### config.mk
export PLATFORM = sky130hd
export DESIGN_NAME = wgLoopSeq
export DESIGN_NICKNAME = d
export VERILOG_FILES = /design/src/rtl/wgLoopSeqPkg.sv /design/src/rtl/wgLoopSeqCtrl.sv /design/src/rtl/wgLoopSeqDatapath.sv /design/src/rtl/wgLoopSeq.sv
export SDC_FILE = /design/constraint.sdc
export NUM_CORES = 1
export LEC_CHECK = 0
export BUFFER_PORTS_ARGS = -buffer_cell sky130_fd_sc_hd__clkbuf_2
export CORE_MARGIN = 10
export CORE_UTILIZATION = 30
export DETAILED_ROUTE_END_ITERATION = 6
export PLACE_DENSITY = 0.59
export SYNTH_ARGS = -nofsm -noshare
export SYNTH_HDL_FRONTEND = slang
export SYNTH_SLANG_ARGS = --single-unit
### constraint.sdc
create_clock -name clk -period 4.2 [get_ports clk]
set_input_delay 0.42 -clock clk [delete_from_list [all_inputs] [get_ports clk]]
set_output_delay 0.42 -clock clk [all_outputs]
set_load 0.01 [all_outputs]
### src/rtl/wgLoopSeqPkg.sv
package wgLoopSeqPkg;

  typedef enum logic [2:0] {
    ST_IDLE     = 3'd0,
    ST_TAP_ADDR = 3'd1,
    ST_TAP_CAP  = 3'd2,
    ST_LP_ADDR  = 3'd3,
    ST_LP_CAP   = 3'd4,
    ST_ADVANCE  = 3'd5
  } seqState_t;

  typedef struct packed {
    logic latchOffset;
    logic selTap;
    logic captureTap;
    logic captureLoop;
    logic writeLoop;
    logic advance;
  } seqStrobes_t;

endpackage

### src/rtl/wgLoopSeqCtrl.sv
module wgLoopSeqCtrl
  import wgLoopSeqPkg::*;
(
  input  logic        clk,
  input  logic        rst,
  input  logic        sampleTick,
  output seqStrobes_t strobes
);

  seqState_t state;
  seqState_t stateNext;
  logic      pending;
  logic      start;

  assign start = (state == ST_IDLE) && (sampleTick || pending);

  always_comb begin
    stateNext = state;
    unique case (state)
      ST_IDLE:     if (start) stateNext = ST_TAP_ADDR;
      ST_TAP_ADDR: stateNext = ST_TAP_CAP;
      ST_TAP_CAP:  stateNext = ST_LP_ADDR;
      ST_LP_ADDR:  stateNext = ST_LP_CAP;
      ST_LP_CAP:   stateNext = ST_ADVANCE;
      ST_ADVANCE:  stateNext = ST_IDLE;
      default:     stateNext = ST_IDLE;
    endcase
  end

  always_ff @(posedge clk) begin
    if (rst) begin
      state   <= ST_IDLE;
      pending <= 1'b0;
    end else begin
      state <= stateNext;
      if (start)
        pending <= 1'b0;
      else if (sampleTick && (state != ST_IDLE))
        pending <= 1'b1;
    end
  end

  always_comb begin
    strobes             = '0;
    strobes.latchOffset = start;
    strobes.selTap      = (state == ST_TAP_ADDR);
    strobes.captureTap  = (state == ST_TAP_CAP);
    strobes.captureLoop = (state == ST_LP_CAP);
    strobes.writeLoop   = (state == ST_LP_CAP);
    strobes.advance     = (state == ST_ADVANCE);
  end

endmodule

### src/rtl/wgLoopSeqDatapath.sv
module wgLoopSeqDatapath
  import wgLoopSeqPkg::*;
#(
  parameter int ADDR_W = 10,
  parameter int DATA_W = 16
) (
  input  logic              clk,
  input  logic              rst,
  input  seqStrobes_t       strobes,
  input  logic [ADDR_W-1:0] pickupOffset,
  input  logic [DATA_W-1:0] filtOut,
  input  logic [DATA_W-1:0] ramRdData,
  output logic [ADDR_W-1:0] ramAddr,
  output logic [DATA_W-1:0] ramWrData,
  output logic              ramWe,
  output logic [DATA_W-1:0] tapOut,
  output logic [DATA_W-1:0] filtIn
);

  localparam logic [ADDR_W-1:0] PTR_STEP = ADDR_W'(1);

  logic [ADDR_W-1:0] loopPtr;
  logic [ADDR_W-1:0] offLatch;
  logic [ADDR_W-1:0] tapAddr;

  // binary overflow performs the wrap of both pointer and tap
  assign tapAddr   = loopPtr + offLatch;
  assign ramAddr   = strobes.selTap ? tapAddr : loopPtr;
  assign ramWe     = strobes.writeLoop;
  assign ramWrData = filtOut;

  always_ff @(posedge clk) begin
    if (rst) begin
      loopPtr  <= '0;
      offLatch <= '0;
      tapOut   <= '0;
      filtIn   <= '0;
    end else begin
      if (strobes.latchOffset) offLatch <= pickupOffset;
      if (strobes.captureTap)  tapOut   <= ramRdData;
      if (strobes.captureLoop) filtIn   <= ramRdData;
      if (strobes.advance)     loopPtr  <= loopPtr + PTR_STEP;
    end
  end

endmodule

### src/rtl/wgLoopSeq.sv
module wgLoopSeq
  import wgLoopSeqPkg::*;
#(
  parameter int ADDR_W = 10,
  parameter int DATA_W = 16
) (
  input  logic              clk,
  input  logic              rst,
  input  logic              sampleTick,
  input  logic [ADDR_W-1:0] pickupOffset,
  input  logic [DATA_W-1:0] filtOut,
  output logic [DATA_W-1:0] filtIn,
  output logic [ADDR_W-1:0] ramAddr,
  output logic [DATA_W-1:0] ramWrData,
  output logic              ramWe,
  input  logic [DATA_W-1:0] ramRdData,
  output logic [DATA_W-1:0] tapOut
);

  seqStrobes_t strobes;

  wgLoopSeqCtrl uCtrl (
    .clk        (clk),
    .rst        (rst),
    .sampleTick (sampleTick),
    .strobes    (strobes)
  );

  wgLoopSeqDatapath #(
    .ADDR_W (ADDR_W),
    .DATA_W (DATA_W)
  ) uPath (
    .clk          (clk),
    .rst          (rst),
    .strobes      (strobes),
    .pickupOffset (pickupOffset),
    .filtOut      (filtOut),
    .ramRdData    (ramRdData),
    .ramAddr      (ramAddr),
    .ramWrData    (ramWrData),
    .ramWe        (ramWe),
    .tapOut       (tapOut),
    .filtIn       (filtIn)
  );

endmodule

==> impl_metrics.json <==
{
  "p_leak_uw": 0.00134,
  "grt_pass1_wl_mm": 10.9,
  "numPortBuffers": 71,
  "crit_chain": "ha_1, and3_1, a221oi_2, a21oi_2, a21o_1, and3_1, o32ai_1, clkbuf_2",
  "num_vias": 2228,
  "pwr-share-seq_pct": 55.9,
  "tightestPinTransition_ns": 1.21,
  "crit_type": "register to output port",
  "routed_wl_mm": 6.64,
  "highest_layer": "met4",
  "synth-edff-count": 0,
  "async_reset_ff_share_pct": 0,
  "drt_first_pass_iters": 4,
  "yosys.cell_count.top_type": "nand2_1",
  "crit_end": "ramAddr[9]",
  "drive_gt1_share_pct": 23.6,
  "p_total_uw": 1020,
  "numCtsBuffers": 5,
  "hold_class": "primary input to register",
  "synth.avg_cell_area_um2": 8.32,
  "finalInstanceArea_um2": 3070,
  "tns_ns": 0,
  "drv_cap": 0,
  "yosysSeqAreaShare_pct": 42.2,
  "r2r_end": "uPath.filtIn[7]",
  "viasPerCell": 4.67,
  "grt_overflow": 0,
  "ys_types": 37,
  "drv_slew": 0,
  "drc_errors": 0,
  "dieArea_um2": 13000,
  "synthCells": 319,
  "cts_resized": 0,
  "slew_headroom_pct": 19.3,
  "fin_crit_ns": 3.08,
  "slowest_stage": "dfxtp_1",
  "swShare_pct": 28.1,
  "cts_tree": "built",
  "critPathCaptureType": "output port",
  "antenna_found_initial": 0,
  "die_x_um": 114,
  "synthTopCellsByArea": "dfxtp_1, nand2_1, a21oi_1, ha_1, mux2i_1",
  "p_sw_uw": 288,
  "arrival_ns": 2.66,
  "clk_path_buf_depth": 2,
  "drt.antenna.violating_nets": 0,
  "fmaxAchievable_mhz": 325,
  "routabilityCongestion": 0.740,
  "die_h_um": 114,
  "dp_hpwl_mm": 4.88,
  "clkSlewWorstSetupHoldPaths_ns": 0.10,
  "synthTopCellsByCount": "nand2_1, dfxtp_1, a21oi_1",
  "drt-met1-wl_mm": 2.98,
  "power_density_nw_per_um2": 334,
  "worstPathMaxFanout": 6,
  "wl_met3_um": 768,
  "post_cts_buffers": 0,
  "power_frac_comb_pct": 14.8,
  "start_util_pct": 30.6,
  "intPower_uw": 737,
  "num_io_pins": 104,
  "synth_top_area_cell": "dfxtp_1",
  "r2r_cells": 5,
  "dr.first_iter.drc_count": 55,
  "startpoint_type": "register",
  "setup_viol_count_final": 0,
  "hold_buffers": 0,
  "rows": 34,
  "synth_top_area_share_pct": 42.2,
  "clock-sinks": 56,
  "grt_pass1_vias": 2205,
  "slowest_delay_ns": 0.45,
  "yosysWarnings": 0,
  "post_dp_cell_area_um2": 2980,
  "netlist_area_um2": 2650,
  "r2r_start": "uCtrl.state[2]",
  "rsz0062_at_grt": "no",
  "clk_latency_ns": 0.31,
  "antennaDiodeCount": 0,
  "fin_nets": 424,
  "final_hold_viol_count": 0,
  "syn2layout_area_growth_pct": 15.6,
  "grt_max_degree": 48,
  "ctsHtreeMaxLevel": 2,
  "synth_ff_type": "dfxtp_1",
  "skew_ns": 0.00819,
  "syn-num-nets": 375,
  "core_um2": 8680,
  "wire_per_inst_um": 13.9,
  "outcome": "finished, final reports clean",
  "hp-start": "ramRdData[0]",
  "reg2reg_slack_ns": 2.24,
  "wl_met2_mm": 2.87,
  "setup_slack_ns": 1.12,
  "p_clk_share_pct": 29.3,
  "cpMostUsedCell": "and3_1",
  "yosys_register_bits": 56,
  "dp_slack_ns": 1.43,
  "grt_usage_pct": 10.1,
  "critPathLaunch": "uPath.loopPtr[3]",
  "period_share_pct": 73.3,
  "root_buffer": "clkbuf_8",
  "worst_ep_required_time_ns": 3.78,
  "vdd_drop_max_mv": 0.162
}
==> critical path: cells and delay by family, from the launching register on <==
| kind | cells | cell delay (ns) |
|---|---|---|
| AOI/OAI and AO/OA | 4 | 1.03 |
| DFF | 1 | 0.45 |
| and+or+nand+nor | 2 | 0.36 |
| adders and majority gates | 1 | 0.31 |
| buffers and inverters | 1 | 0.19 |
==> worst min path at each step <==
stage	to	slack (ns)	depth (start not counted)
global placement	uPath.filtIn[4]	0.44	2
CTS	uPath.tapOut[0]	0.32	3
floorplan	uPath.offLatch[0]	0.47	2
detailed placement	uPath.filtIn[4]	0.45	2
global route	uPath.tapOut[0]	0.32	3
finish	uPath.tapOut[0]	0.33	3
==> routing by layer <==
metal	track usage (%)	vias to the layer above
li1	-	1151
met1	11.5	1008
met2	15.5	67
met3	6.66	2
met4	2.09	0
met5	0	-
==> cell families after synthesis <==
logic type                 after synthesis  share of synthesized area (%)
and+or+nand+nor                        126                           20.0
AOI/OAI and AO/OA                       61                           14.2
DFF                                     56                           42.2
buffers and inverters                   35                           7.35
xor gates and xnor gates                16                           5.28
muxes                                   14                           5.37
adders and majority gates               11                           5.47
==> final cells by class <==
cell class | instances | area [µm²]
clock buffer | 6 | 72.6
clock inverter | 2 | 16.3
fill | 930 | 5610
inverter | 4 | 15.0
multi-input combinational | 228 | 1340
sequential | 56 | 1120
tap | 108 | 135
timing repair buffer | 73 | 370
==> registers in the layout, indices dropped and copies added (netlist names) <==
register / count
uCtrl.pending: 1
uCtrl.state: 3
uPath.filtIn: 16
uPath.loopPtr: 10
uPath.offLatch: 10
uPath.tapOut: 16
==> cell usage in the layout (no fill, tap or decap), types with 3 or more instances in the layout <==
cell and instances:
and3_1 5, a21oi_1 37, clkbuf_2 71, a21o_1 5, nand2b_1 5, xor2_1 11, o21ai_0 7, inv_1 3
mux2i_1 12, nand3_1 4, dfxtp_1 56, clkbuf_8 5, nor3b_1 3, nand2_1 75, xnor2_1 5, nor2_1 27
ha_1 10
==> power groups by stage <==
| stage | registers [µW] | clock network [µW] | logic [µW] |
|---|---|---|---|
| floorplan | 587 | 0 | 112 |
| global placement | 583 | 0 | 152 |
| detailed placement | 585 | 0 | 155 |
| CTS | 573 | 324 | 156 |
| global route | 576 | 340 | 172 |
| finish | 572 | 300 | 152 |
==> per-stage QoR <==
stage	cells	util (%)	hold slack [ns]
after floorplan	319	-	0.467
after global placement	469	34.3	0.442
after detailed placement	469	34.3	0.447
after CTS	477	35.4	0.316
after global routing	477	35.4	0.317
final	477	35.4	0.330
Note: power is estimated with default switching activity, not from simulation.
